===== src/rtl/ee_pgwr_pkg.sv =====
package ee_pgwr_pkg;

    localparam int BYTE_W = 8;
    localparam int BIT_W  = $clog2(BYTE_W);

    typedef enum logic [2:0] {
        ST_IDLE,
        ST_CMD,
        ST_CMD_ACK,
        ST_ADDR,
        ST_ADDR_ACK,
        ST_DATA,
        ST_DATA_ACK,
        ST_SKIP
    } rx_state_e;

endpackage


===== src/rtl/ee_pgwr_sync.sv =====
module ee_pgwr_sync #(
    parameter int WIDTH  = 2,
    parameter int STAGES = 2
) (
    input  logic             clk,
    input  logic             rst_n,
    input  logic [WIDTH-1:0] d,
    output logic [WIDTH-1:0] q
);

    logic [WIDTH-1:0] stage_q [STAGES];

    // Idle bus level is high on both lines.
    generate
        for (genvar s = 0; s < STAGES; s++) begin : g_stage
            always_ff @(posedge clk or negedge rst_n) begin
                if (!rst_n) begin
                    stage_q[s] <= '1;
                end else begin
                    if (s == 0) stage_q[s] <= d;
                    else        stage_q[s] <= stage_q[(s == 0) ? 0 : s-1];
                end
            end
        end
    endgenerate

    assign q = stage_q[STAGES-1];

endmodule


===== src/rtl/ee_pgwr_buf.sv =====
module ee_pgwr_buf #(
    parameter int DEPTH  = 16,
    parameter int DATA_W = 8,
    localparam int IDX_W = $clog2(DEPTH)
) (
    input  logic              clk,
    input  logic              rst_n,
    input  logic              clr,
    input  logic              wr_en,
    input  logic [IDX_W-1:0]  wr_idx,
    input  logic [DATA_W-1:0] wr_data,
    input  logic [IDX_W-1:0]  rd_idx,
    output logic [DATA_W-1:0] rd_data,
    output logic [DEPTH-1:0]  mask
);

    logic [DATA_W-1:0] mem_q [DEPTH];
    logic [DEPTH-1:0]  mask_q;

    generate
        for (genvar i = 0; i < DEPTH; i++) begin : g_slot
            always_ff @(posedge clk or negedge rst_n) begin
                if (!rst_n) begin
                    mem_q[i]  <= '0;
                    mask_q[i] <= 1'b0;
                end else if (clr) begin
                    mask_q[i] <= 1'b0;
                end else if (wr_en && (wr_idx == IDX_W'(i))) begin
                    mem_q[i]  <= wr_data;
                    mask_q[i] <= 1'b1;
                end
            end
        end
    endgenerate

    assign rd_data = mem_q[rd_idx];
    assign mask    = mask_q;

endmodule


===== src/rtl/ee_pgwr_rx.sv =====
module ee_pgwr_rx
    import ee_pgwr_pkg::*;
#(
    parameter int          PAGE_BYTES = 16,
    parameter int          ADDR_W     = 9,
    parameter logic [3:0]  DEV_TYPE   = 4'b1010,
    parameter int          SYNC_STAGES = 2,
    localparam int         IDX_W      = $clog2(PAGE_BYTES),
    localparam int         PAGE_W     = ADDR_W - IDX_W
) (
    input  logic                  clk,
    input  logic                  rst_n,
    input  logic                  scl_in,
    input  logic                  sda_in,
    input  logic                  busy,
    output logic                  sda_oe,
    output logic                  commit,
    output logic [PAGE_W-1:0]     commit_page,
    output logic [PAGE_BYTES-1:0] commit_mask,
    input  logic [IDX_W-1:0]      rd_idx,
    output logic [BYTE_W-1:0]     rd_data
);

    // ---------------- line sampling and bus events ----------------
    logic [1:0] line_s;
    logic       scl_s, sda_s, scl_p, sda_p;

    ee_pgwr_sync #(.WIDTH(2), .STAGES(SYNC_STAGES)) u_sync (
        .clk   (clk),
        .rst_n (rst_n),
        .d     ({scl_in, sda_in}),
        .q     (line_s)
    );

    assign scl_s = line_s[1];
    assign sda_s = line_s[0];

    always_ff @(posedge clk or negedge rst_n) begin
        if (!rst_n) begin
            scl_p <= 1'b1;
            sda_p <= 1'b1;
        end else begin
            scl_p <= scl_s;
            sda_p <= sda_s;
        end
    end

    logic scl_rise, scl_fall, start_ev, stop_ev;
    assign scl_rise = scl_s & ~scl_p;
    assign scl_fall = ~scl_s & scl_p;
    assign start_ev = scl_s & scl_p & sda_p & ~sda_s;
    assign stop_ev  = scl_s & scl_p & ~sda_p & sda_s;

    // ---------------- controller state ----------------
    rx_state_e state_q, state_d;

    logic [BIT_W-1:0]    bitcnt_q;
    logic [BYTE_W-1:0]   shreg_q;
    logic                full_q;
    logic                a8_q;
    logic [PAGE_W-1:0]   page_q;
    logic [IDX_W-1:0]    idx_q;
    logic                has_data_q;
    logic                commit_q;

    logic byte_end;
    logic cmd_ok;
    logic shifting;

    assign byte_end = full_q & scl_fall;
    assign cmd_ok   = (shreg_q[7:4] == DEV_TYPE) && !shreg_q[0] && !busy;
    assign shifting = (state_q == ST_CMD) || (state_q == ST_ADDR) ||
                      (state_q == ST_DATA);

    always_comb begin
        state_d = state_q;
        if (start_ev) begin
            state_d = ST_CMD;
        end else if (stop_ev) begin
            state_d = ST_IDLE;
        end else begin
            unique case (state_q)
                ST_IDLE:     state_d = ST_IDLE;
                ST_CMD:      if (byte_end) state_d = cmd_ok ? ST_CMD_ACK : ST_SKIP;
                ST_CMD_ACK:  if (scl_fall) state_d = ST_ADDR;
                ST_ADDR:     if (byte_end) state_d = ST_ADDR_ACK;
                ST_ADDR_ACK: if (scl_fall) state_d = ST_DATA;
                ST_DATA:     if (byte_end) state_d = ST_DATA_ACK;
                ST_DATA_ACK: if (scl_fall) state_d = ST_DATA;
                ST_SKIP:     state_d = ST_SKIP;
                default:     state_d = ST_IDLE;
            endcase
        end
    end

    // state register
    always_ff @(posedge clk or negedge rst_n) begin
        if (!rst_n) state_q <= ST_IDLE;
        else        state_q <= state_d;
    end

    // ---------------- byte shifter, address counter ----------------
    logic wr_en, buf_clr, idx_step;
    assign wr_en    = (state_q == ST_DATA) && (state_d == ST_DATA_ACK);
    assign buf_clr  = (state_q == ST_ADDR) && (state_d == ST_ADDR_ACK);
    assign idx_step = (state_q == ST_DATA_ACK) && (state_d == ST_DATA);

    always_ff @(posedge clk or negedge rst_n) begin
        if (!rst_n) begin
            bitcnt_q <= '0;
            shreg_q  <= '0;
            full_q   <= 1'b0;
        end else if (start_ev || stop_ev) begin
            bitcnt_q <= '0;
            full_q   <= 1'b0;
        end else if (shifting && scl_rise && !full_q) begin
            shreg_q  <= {shreg_q[BYTE_W-2:0], sda_s};
            bitcnt_q <= bitcnt_q + 1'b1;
            if (bitcnt_q == BIT_W'(BYTE_W-1)) full_q <= 1'b1;
        end else if (byte_end) begin
            full_q   <= 1'b0;
        end
    end

    always_ff @(posedge clk or negedge rst_n) begin
        if (!rst_n) begin
            a8_q       <= 1'b0;
            page_q     <= '0;
            idx_q      <= '0;
            has_data_q <= 1'b0;
            commit_q   <= 1'b0;
        end else begin
            commit_q <= stop_ev && has_data_q &&
                        ((state_q == ST_DATA) || (state_q == ST_DATA_ACK));
            if (start_ev) has_data_q <= 1'b0;
            if ((state_q == ST_CMD) && (state_d == ST_CMD_ACK)) begin
                a8_q <= shreg_q[1];
            end
            if (buf_clr) begin
                page_q     <= {a8_q, shreg_q[BYTE_W-1:IDX_W]};
                idx_q      <= shreg_q[IDX_W-1:0];
                has_data_q <= 1'b0;
            end
            if (wr_en)    has_data_q <= 1'b1;
            if (idx_step) idx_q      <= idx_q + 1'b1;
        end
    end

    // ---------------- page buffer ----------------
    ee_pgwr_buf #(.DEPTH(PAGE_BYTES), .DATA_W(BYTE_W)) u_buf (
        .clk     (clk),
        .rst_n   (rst_n),
        .clr     (buf_clr),
        .wr_en   (wr_en),
        .wr_idx  (idx_q),
        .wr_data (shreg_q),
        .rd_idx  (rd_idx),
        .rd_data (rd_data),
        .mask    (commit_mask)
    );

    // ---------------- outputs ----------------
    always_comb begin
        unique case (state_q)
            ST_CMD_ACK, ST_ADDR_ACK, ST_DATA_ACK: sda_oe = 1'b1;
            default:                              sda_oe = 1'b0;
        endcase
        commit      = commit_q;
        commit_page = page_q;
    end

endmodule


===== config.mk =====
export PLATFORM = sky130hd
export DESIGN_NAME = ee_pgwr_rx
export DESIGN_NICKNAME = d
export VERILOG_FILES = /design/src/rtl/ee_pgwr_pkg.sv /design/src/rtl/ee_pgwr_sync.sv /design/src/rtl/ee_pgwr_buf.sv /design/src/rtl/ee_pgwr_rx.sv
export SDC_FILE = /design/constraint.sdc
export NUM_CORES = 1
export LEC_CHECK = 0
export BUFFER_PORTS_ARGS = -buffer_cell sky130_fd_sc_hd__buf_2
export CAP_MARGIN = 0
export CORE_ASPECT_RATIO = 1.1
export CORE_MARGIN = 3
export CORE_UTILIZATION = 23
export DETAILED_ROUTE_END_ITERATION = 8
export GPL_ROUTABILITY_DRIVEN = 1
export HOLD_SLACK_MARGIN = 0.03
export PLACE_DENSITY_LB_ADDON = 0.1
export SYNTH_ARGS = -nofsm -noshare
export SYNTH_HDL_FRONTEND = slang
export SYNTH_SLANG_ARGS = --single-unit

===== constraint.sdc =====
create_clock -name clk -period 2.6 [get_ports clk]
set_clock_uncertainty 0.15 [all_clocks]
set_input_delay 0.39 -clock clk [delete_from_list [all_inputs] [get_ports clk]]
set_output_delay 0.39 -clock clk [all_outputs]
set_load 0.1 [all_outputs]

==> results_dict.tcl, run 1 <==
set metrics [dict create \
    drt-total-wl_microns 21470 \
    final_cell_mix "171 x dfrtp_1, 131 x mux2_2, 75 x nand2_1" \
    clockRootBuffer "clkbuf_16" \
    highest_layer "met4" \
    setup_viol 0 \
    grt_pass1_vias 5264 \
    synthTopCellsByArea "dfrtp_1 54%, mux2_2 19%, mux4_2 9.1%" \
    yosysTopAreaCell "dfrtp_1" \
    core_area_sq_mm 0.03354 \
    vdd_ir_drop_max_mv 0.4012 \
    antenna_found_initial 0 \
    clk_pin_slew_ns 0.08 \
    maxSlewHeadroom_pct 49.38 \
    wl_per_cell_microns 20.23 \
    viasPerCell 4.500 \
    yosysSeqAreaShare_pct 56.29 \
    syn_avg_cell_area_sq_um 14.00 \
    cp.arrival_ns 1.97 \
    clk_path_buf_depth 2 \
    p_leak_nw 4.626 \
    start_util_pct 23.49 \
    cts_tree "built" \
    crit_path_top_delay_cell "mux4_2" \
    fp.dieW_microns 182.5 \
    nets 631 \
    rsz0062_at_grt "no" \
    synth_top_area_share_pct 54.29 \
    max_freq_ghz 0.3986 \
    path_class "register to primary output" \
    num-fill-cells 3435 \
    cts_sinks 177 \
    fin_crit_sh_pct 96.49 \
    ios 40 \
    cp_num_buf_inv 2 \
    fin_cells 1061 \
    comb_power_share_pct 7.7 \
    grt_overflow_total 0 \
    postCtsSetupBuffers 0 \
    cts_buffers 17 \
    dpl.cell_count 1026 \
    period_minus_slack_ns 2.509 \
    drt-pass1-iter-count 4 \
    crit_path_max_incr_delay_ns 0.48 \
    wl_met3_microns 387 \
    synth-edff-count 0 \
    hold_slack_ns 0.2104 \
    maxSlewViolCount 0 \
    synth_area_sq_mm 0.007881 \
    die_y_microns 200.1 \
    power_switching_w 0.001619 \
    met2_wirelength_microns 10850 \
    yosys_warnings 0 \
    drt_iter0_markers 195 \
    finish.utilization_pct 27.98 \
    critPathCaptureType "primary output" \
    start_kind "register" \
    crit_fanout 2 \
    num_vias 4774 \
    syn_inst 563 \
    drv_cap 0 \
    p_int_w 0.004239 \
    die_area_sq_mm 0.03653 \
    grt_max_degree 52 \
    status "finished, final reports clean" \
    crit_family "multiplexers" \
    seq_power_share_pct 49.9 \
    syn2layout_area_growth_pct 19.08 \
    num_antenna_cells 0 \
    rows 70 \
    synth.distinct_cells 43 \
    dp_hpwl_microns 14150 \
    required_ns 2.06 \
    synthFlopType "dfrtp_1" \
    clk_latency_ns 0.42 \
    final-hold-violation-count 0 \
    switching_share_pct 27.64 \
    wl_met1_microns 10020 \
    cts_max_level 4 \
    track_usage_pct 12.33 \
    grt_pass1_wl_microns 34200 \
    place_congestion 0.7317 \
    ys_ff_latch 177 \
    ant_nets 0 \
    synth_nets 578 \
    worstMarginPinSlew_ns 0.7593 \
    numPortBuffers 39 \
    drive_gt1_share_pct 48.01 \
    async_flop_share_pct 100.0 \
    path_cells "mux4_2 -> a22oi_1 -> buf_4 -> nand2_2 -> buf_2" \
    final_common_cell "dfrtp_1" \
    hold_path_class "register to register" \
    drc 0 \
    powerDensity_mw_per_mm2 624.2 \
    clkPwrFrac_pct 42.4 \
]
path summary, 6_finish.rpt:
path	startpoint	depth (start not counted)	to	slack [ns]
min in group asynchronous	rst_n	2	full_q$_DFFE_PN0P_	0.34
min reg2reg	u_sync.stage_q[3]$_DFF_PN1_	0	u_sync.q[1]$_DFF_PN1_	0.21
max reg2reg	scl_p$_DFF_PN1_	4	u_buf.mem_q[29]$_DFFE_PN0P_	0.28
max in group asynchronous	rst_n	3	u_buf.mem_q[11]$_DFFE_PN0P_	1.20
max	u_buf.mem_q[36]$_DFFE_PN0P_	5	rd_data[4]	0.09
min	u_sync.stage_q[3]$_DFF_PN1_	0	u_sync.q[1]$_DFF_PN1_	0.21
layout make-up:
class                      instances  area, sq um  area share, %
tap                              432        540.5          5.759
inverter                           5        18.77         0.2000
sequential                       177         4437          47.27
timing repair buffer              70        514.2          5.479
clock buffer                      19        442.9          4.719
clock inverter                    13        116.4          1.240
multi-input combinational        345         3316          35.33
metal layers:
metal	track usage (%)	vias up
met5	0	-
li1	-	2140
met4	2.939	0
met1	16.54	2578
met3	2.070	14
met2	20.80	42
power groups by stage:
stage / registers (W) / logic, W / clock network [W]
2_1_floorplan: 0.00289 / 0.000279 / 0
3_3_place_gp: 0.00298 / 0.000462 / 0
3_5_place_dp: 0.00298 / 0.000473 / 0
4_1_cts: 0.00293 / 0.000476 / 0.00258
5_1_grt: 0.00294 / 0.000513 / 0.00272
6_report: 0.00292 / 0.000452 / 0.00248
registers in the layout (all words and copies together), names as in the netlist:
signal and cells:
state_q 3, u_sync.stage_q 2, bitcnt_q 3, u_sync.q 2, u_buf.mask 16, u_buf.mem_q 128, commit_page 5, full_q 1
idx_q 4, scl_p 1, has_data_q 1, commit 1, shreg_q 8, a8_q 1, sda_p 1
cells by family (layout without fill, tap and decap cells):
logic type      Yosys count  in the layout  share of synthesized area (%)
flops                   177            177                          56.29
mux                     164            164                          28.00
simple gates            138            138                          9.271
buf+inv                  41            107                          2.080
compound gates           35             35                          3.175
fa+ha+maj                 6              6                         0.9525
xor+xnor                  2              2                         0.2223
synthesized netlist by cell type, drive strengths merged, types with 4 or more instances:
master	instances
dfrtp	171
clkbuf	22
mux2	132
a22oi	17
nor2	11
inv	5
dfstp	6
buf	14
nand2b	4
nor3	5
nand4	4
ha	6
nand3	9
nand2	91
a21oi	5
mux4	32
worst register-to-register path, cell delays in order (launching register included):
cell and delay [ns]:
dfstp_2 0.61, nand4b_4 0.25, nor2_8 0.29, nand4_2 0.44
mux2_2 0.45
per-stage QoR:
stage	setup TNS, ns	area (sq um)	worst slack [ns]	power (W)
after global placement	-0.02159	8771	-0.02159	0.003441
after detailed placement	-0.02286	8771	-0.02286	0.003454
final	0	9385	0.09131	0.005859
after CTS	0	9370	0.01244	0.005986
after floorplan	0	7901	0.06584	0.003171
after global routing	0	9385	0.009367	0.006174
what timing repair did:
item	in CTS	in global routing
hold buffers	3	0
gates resized for setup	3	6
endpoints found under the hold margin	43	0
endpoints found under the setup margin	2	4
Note: power is estimated with default switching activity, not from simulation.
==> run 2: changes to the inputs <==
--- a/config.mk
+++ b/config.mk
@@ -5,15 +5,18 @@
 export SDC_FILE = /design/constraint.sdc
 export NUM_CORES = 1
 export LEC_CHECK = 0
+export ABC_AREA = 1
 export BUFFER_PORTS_ARGS = -buffer_cell sky130_fd_sc_hd__buf_2
 export CAP_MARGIN = 0
 export CORE_ASPECT_RATIO = 1.1
 export CORE_MARGIN = 3
 export CORE_UTILIZATION = 23
+export CTS_CLUSTER_SIZE = 8
 export DETAILED_ROUTE_END_ITERATION = 8
 export GPL_ROUTABILITY_DRIVEN = 1
 export HOLD_SLACK_MARGIN = 0.03
 export PLACE_DENSITY_LB_ADDON = 0.1
+export SETUP_SLACK_MARGIN = 0.5
 export SYNTH_ARGS = -nofsm -noshare
 export SYNTH_HDL_FRONTEND = slang
 export SYNTH_SLANG_ARGS = --single-unit
==> results_dict.tcl, run 2 <==
set metrics [dict create \
    final-hold-violation-count 0 \
    setup_tns_ns 0 \
    cts_buffers 17 \
    yosys_warnings 0 \
    viasPerCell 4.519 \
    clockRootBuffer "clkbuf_16" \
    vdd_ir_drop_max_mv 0.3982 \
    cp.arrival_ns 1.74 \
    drc 0 \
    clkPwrFrac_pct 44.3 \
    cp_num_buf_inv 1 \
    clk_pin_slew_ns 0.07 \
    die_area_sq_mm 0.03737 \
    final_cell_mix "201 x nand2_1, 170 x dfrtp_1, 106 x o21ai_0" \
    powerDensity_mw_per_mm2 625.4 \
    dp_hpwl_microns 16770 \
    track_usage_pct 14.76 \
    seq_power_share_pct 44.7 \
    synth_nets 913 \
    maxSlewHeadroom_pct 45.02 \
    num-fill-cells 3654 \
    p_total_w 0.006251 \
    maxSlewViolCount 0 \
    cts_tree "built" \
    required_ns 2.06 \
    crit_path_top_delay_cell "dfrtp_1" \
    yosysTopAreaCell "dfrtp_1" \
    antenna_found_initial 0 \
    synth_fa_ha_area_share_pct 0.9304 \
    cts_max_level 4 \
    path_cells "o21ai_0 -> o21ai_2 -> o211ai_1 -> nand2_4 -> buf_12" \
    path_class "register to primary output" \
    start_kind "register" \
    die_y_microns 202.4 \
    fp.dieW_microns 184.6 \
    core_area_sq_mm 0.03438 \
    syn_avg_cell_area_sq_um 8.986 \
    grt_max_degree 48 \
    setup_viol 0 \
    num_antenna_cells 0 \
    cts_sinks 177 \
    grt_pass1_wl_microns 41460 \
    synth_mux_area_share_pct 0 \
    synthSimpleGateAreaFrac_pct 20.50 \
    comb_power_share_pct 11.0 \
    synth_top_family_by_area "simple AND/OR/NAND/NOR gates" \
    drive_gt1_share_pct 18.46 \
    clk_latency_ns 0.43 \
    synth-compound-area-share_pct 17.86 \
    nets 962 \
    drt-pass1-iter-count 5 \
    final_common_cell "nand2_1" \
    clk_path_buf_depth 2 \
    grt_pass1_vias 6353 \
    power_switching_w 0.001676 \
    rsz0062_at_grt "yes" \
    synth-xor-area-share_pct 0.2171 \
    synth_common_cells "209 x nand2_1, 171 x dfrtp_1, 124 x o21ai_0, 109 x nor2_1, 79 x o21ai_1" \
    max_freq_ghz 0.4392 \
    top_register "u_buf.mem_q" \
    yosysMostFrequentCell "nand2_1" \
    critPathCaptureType "primary output" \
    period_minus_slack_ns 2.277 \
    switching_share_pct 26.82 \
    rows 71 \
    drt_iter0_markers 493 \
    hold_path_class "register to register" \
    yosysSeqAreaShare_pct 54.99 \
    worstMarginPinSlew_ns 0.8238 \
    finish.utilization_pct 29.07 \
    synthTopCellsByArea "dfrtp_1 53%, nand2_1 9.7%, o21ai_0 7.7%" \
    crit_family "compound AO/OA/AOI/OAI gates" \
    synth.distinct_cells 33 \
    synth_top_area_share_pct 53.03 \
    p_leak_nw 4.501 \
    syn2layout_area_growth_pct 23.86 \
    synth-edff-count 0 \
    grt_overflow_total 0 \
    status "finished, final reports clean" \
    ios 40 \
    start_util_pct 23.47 \
    num_vias 6313 \
    crit_path_max_incr_delay_ns 0.40 \
    async_flop_share_pct 100.0 \
    drv_cap 0 \
    wl_per_cell_microns 18.63 \
    synth_area_sq_mm 0.008069 \
    p_int_w 0.004575 \
    largest_reg_flops 128 \
    place_congestion 0.7465 \
    synthFlopType "dfrtp_1" \
    numPortBuffers 39 \
    ys_ff_latch 177 \
    fin_crit_sh_pct 87.57 \
    drt-total-wl_microns 26030 \
    ant_nets 0 \
    crit_fanout 2 \
    syn_inst 898 \
]
run 2: cell count changes in the layout (fill, tap and decap cells not counted), moves of 12 or more:
| cell | before | now |
|---|---|---|
| nand2_2 | 16 | 1 |
| o21ai_1 | 0 | 91 |
| nor2_1 | 10 | 105 |
| o21ai_0 | 2 | 106 |
| o211ai_1 | 0 | 32 |
| buf_12 | 5 | 17 |
| nand3_1 | 5 | 19 |
| mux4_2 | 32 | 0 |
| nand2_1 | 75 | 201 |
| o21ai_2 | 0 | 19 |
| mux2_2 | 131 | 0 |
| a22oi_1 | 14 | 2 |
| inv_1 | 5 | 27 |
| nand4_4 | 0 | 15 |
run 2: metrics by stage:
stage / hold WS, ns / setup slack, ns / std cells / instance area (sq um)
floorplan: -0.05559 / 0.5080 / 898 / 8139
global placement: 0.1960 / 0.2418 / 1351 / 9004
detailed placement: 0.1968 / 0.2493 / 1351 / 9004
CTS: 0.2082 / 0.2840 / 1396 / 9945
global route: 0.2090 / 0.1624 / 1397 / 9995
finish: 0.2069 / 0.3231 / 1397 / 9995
run 2: final timing paths:
check,cells past startpoint,end,start,slack (ns)
setup reg to reg,9,u_buf.mem_q[90]$_DFFE_PN0P_,u_sync.q[1]$_DFF_PN1_,0.68
setup / recovery,5,rd_data[4],u_buf.mem_q[108]$_DFFE_PN0P_,0.32
min in group asynchronous,2,u_buf.mem_q[74]$_DFFE_PN0P_,rst_n,0.30
hold / removal,0,u_sync.q[0]$_DFF_PN1_,u_sync.stage_q[2]$_DFF_PN1_,0.21
max in group asynchronous,3,u_buf.mem_q[117]$_DFFE_PN0P_,rst_n,1.29
hold reg to reg,0,u_sync.q[0]$_DFF_PN1_,u_sync.stage_q[2]$_DFF_PN1_,0.21
run 2: logic make-up after synthesis:
| logic type | count (synthesis) |
|---|---|
| AND/OR/NAND/NOR | 364 |
| AO/OA/AOI/OAI | 260 |
| flip-flops | 177 |
| buffers and inverters | 89 |
| adder cells (fa/ha/maj) | 6 |
| XOR/XNOR | 2 |
run 2: power by group through the flow:
stage	logic (W)	clock network, W	registers (W)
6_report	0.000685	0.00277	0.00280
5_1_grt	0.000749	0.00297	0.00280
2_1_floorplan	0.000333	0	0.00285
3_3_place_gp	0.000663	0	0.00285
3_5_place_dp	0.000660	0	0.00285
4_1_cts	0.000703	0.00286	0.00280
run 2: worst reg2reg max path, cell delays in order (launching register included):
cell	delay, ns
dfstp_2	0.57
inv_1	0.10
nand3_4	0.10
nand2_2	0.07
nand2_4	0.09
clkinv_8	0.14
buf_4	0.19
nand4_2	0.08
buf_8	0.18
o21ai_0	0.10
run 2: area by class of cell:
| type | count | area [sq um] | area share, % |
|---|---|---|---|
| Tap cell | 438 | 548.0 | 5.483 |
| Sequential cell | 177 | 4438 | 44.40 |
| Timing Repair Buffer | 86 | 899.6 | 9.001 |
| Clock inverter | 10 | 150.1 | 1.502 |
| Clock buffer | 21 | 470.5 | 4.707 |
| Inverter | 33 | 143.9 | 1.440 |
| Multi-Input combinational cell | 632 | 3344 | 33.46 |
run 2: what timing repair did:
item                                   4_1_cts  5_1_grt
cloned                                       4        0
hold buffers                                 3        0
setup endpoints to repair                   63       99
pin swaps                                   30       25
endpoints found under the hold margin       42        0
buffers inserted                             7        1
resized for setup                           30       22
run 2: per-layer routing:
metal	wire [microns]	global-route usage (%)	share of wire, %
met4	361	4.213	1.4
met5	0	0	0
met3	802	2.358	3.1
met1	12500	20.90	48
met2	12370	23.30	48
==> run 3: changes to the inputs <==
--- a/config.mk
+++ b/config.mk
@@ -15,7 +15,7 @@
 export DETAILED_ROUTE_END_ITERATION = 8
 export GPL_ROUTABILITY_DRIVEN = 1
 export HOLD_SLACK_MARGIN = 0.03
-export PLACE_DENSITY_LB_ADDON = 0.1
+export PLACE_DENSITY_LB_ADDON = 0.3
 export SETUP_SLACK_MARGIN = 0.5
 export SYNTH_ARGS = -nofsm -noshare
 export SYNTH_HDL_FRONTEND = slang
==> results_dict.tcl, run 3 (synthesized netlist as in run 2, its figures left out) <==
set metrics [dict create \
    wl_per_cell_microns 17.50 \
    setup_viol 0 \
    cts_sinks 177 \
    rows 71 \
    fin_area_sq_mm 0.01005 \
    crit_fanout 2 \
    status "finished, final reports clean" \
    place_ws_ns 0.2196 \
    top_register "u_buf.mem_q" \
    final-hold-violation-count 0 \
    cp_num_buf_inv 1 \
    final_common_cell "nand2_1" \
    grt_pass1_wl_microns 37800 \
    final_cell_mix "201 x nand2_1, 169 x dfrtp_1, 113 x o21ai_0" \
    rsz0062_at_grt "yes" \
    clk_pin_slew_ns 0.08 \
    p_total_w 0.005954 \
    whs_path_depth 0 \
    grt_max_degree 59 \
    path_cells "o21ai_0 -> o211ai_1 -> nand3_1 -> nand2_4 -> buf_12" \
    drc 0 \
    period_minus_slack_ns 2.293 \
    dp_hpwl_microns 15260 \
    antenna_found_initial 0 \
    required_ns 2.06 \
    viasPerCell 4.594 \
    numPortBuffers 39 \
    finalWorstSetupSlack_ns 0.3074 \
    hold_path_class "register to register" \
    start_kind "register" \
    num_antenna_cells 0 \
    drt_iter0_markers 518 \
    fin_crit_sh_pct 88.18 \
    grt_pass1_vias 6281 \
    max_freq_ghz 0.4362 \
    fp.dieW_microns 184.6 \
    num_vias 6455 \
    syn2layout_area_growth_pct 24.58 \
    crit_family "compound AO/OA/AOI/OAI gates" \
    nets 969 \
    die_area_sq_mm 0.03737 \
    die_y_microns 202.4 \
    cp.depth 5 \
    critPathCaptureType "primary output" \
    vdd_ir_drop_max_mv 0.4122 \
    cts_buffers 17 \
    place_congestion 0.8295 \
    powerDensity_mw_per_mm2 592.3 \
    core_area_sq_mm 0.03438 \
    track_usage_pct 13.04 \
    crit_path_max_incr_delay_ns 0.40 \
    ios 40 \
    ant_nets 0 \
    drt-pass1-iter-count 5 \
    worstMarginPinSlew_ns 0.8457 \
    cp.arrival_ns 1.75 \
    path_class "register to primary output" \
    grt_overflow_total 0 \
    cts_tree "built" \
    maxSlewHeadroom_pct 43.56 \
    maxSlewViolCount 0 \
    clockRootBuffer "clkbuf_16" \
    drv_cap 0 \
    setup_tns_ns 0 \
    num-fill-cells 3541 \
    clk_latency_ns 0.44 \
    p_leak_nw 4.550 \
    clk_path_buf_depth 2 \
    drt-total-wl_microns 24580 \
    place_area_sq_mm 0.008916 \
    cts_max_level 4 \
    ff2ff_path_depth 7 \
    crit_path_top_delay_cell "o211ai_1" \
    drive_gt1_share_pct 18.72 \
    start_util_pct 23.47 \
    largest_reg_flops 128 \
]
run 3: cell count changes in the layout (fill, tap and decap cells not counted), moves of 5 or more:
cell and delta:
o21ai_1 -5, o21ai_0 +7, inv_8 +5, buf_12 +8
run 3: path summary, 6_finish.rpt:
kind	from	end	slack, ns
max	u_buf.mem_q[106]$_DFFE_PN0P_	rd_data[2]	0.31
min	u_sync.stage_q[2]$_DFF_PN1_	u_sync.q[0]$_DFF_PN1_	0.21
max reg2reg	scl_p$_DFF_PN1_	u_buf.mask[14]$_DFFE_PN0P_	0.61
min reg2reg	u_sync.stage_q[2]$_DFF_PN1_	u_sync.q[0]$_DFF_PN1_	0.21
max in group asynchronous	rst_n	u_buf.mem_q[117]$_DFFE_PN0P_	1.18
min in group asynchronous	rst_n	u_buf.mask[8]$_DFFE_PN0P_	0.34
run 3: through the flow:
step / util (%) / instances / hold slack, ns
after floorplan: - / 898 / -0.05559
after global placement: 25.93 / 1341 / 0.1972
after detailed placement: 25.93 / 1341 / 0.1973
after CTS: 28.24 / 1383 / 0.2087
after global routing: 29.24 / 1405 / 0.2130
final: 29.24 / 1405 / 0.2089
run 3: final cells by class:
cell class / instances / area [sq um] / area share (%)
clock buffers: 19 / 442.9 / 4.406
clock inverters: 13 / 120.1 / 1.195
inverters: 33 / 142.6 / 1.419
multi-input cells: 635 / 3347 / 33.30
flip-flops and latches: 177 / 4439 / 44.16
well taps: 438 / 548.0 / 5.452
repair buffers: 90 / 1012 / 10.07
run 3: report_power, final:
| group | internal (W) | switching (W) | leakage, nW | total (W) |
|---|---|---|---|---|
| Combinational | 0.000181 | 0.000473 | 1.84 | 0.000653 |
| Sequential | 0.00278 | 0.0000171 | 2.44 | 0.00280 |
| Clock | 0.00129 | 0.00121 | 0.269 | 0.00250 |
| Total | 0.00425 | 0.00170 | 4.55 | 0.00595 |
run 3: what timing repair did:
action | CTS | global route
hold buffers | 3 | 0
cloned | 3 | 3
gates resized for setup | 25 | 11
hold endpoints to repair | 57 | 0
pin swaps | 20 | 24
setup endpoints to repair | 35 | 117
setup buffers | 4 | 19
run 3: metal layers:
metal | part of all wire (%) | vias up | GRT usage, %
li1 | - | 3141 | -
met2 | 50 | 115 | 21.40
met1 | 45 | 3176 | 17.40
met4 | 1.6 | 0 | 3.916
met5 | 0 | - | 0
met3 | 3.8 | 23 | 2.538
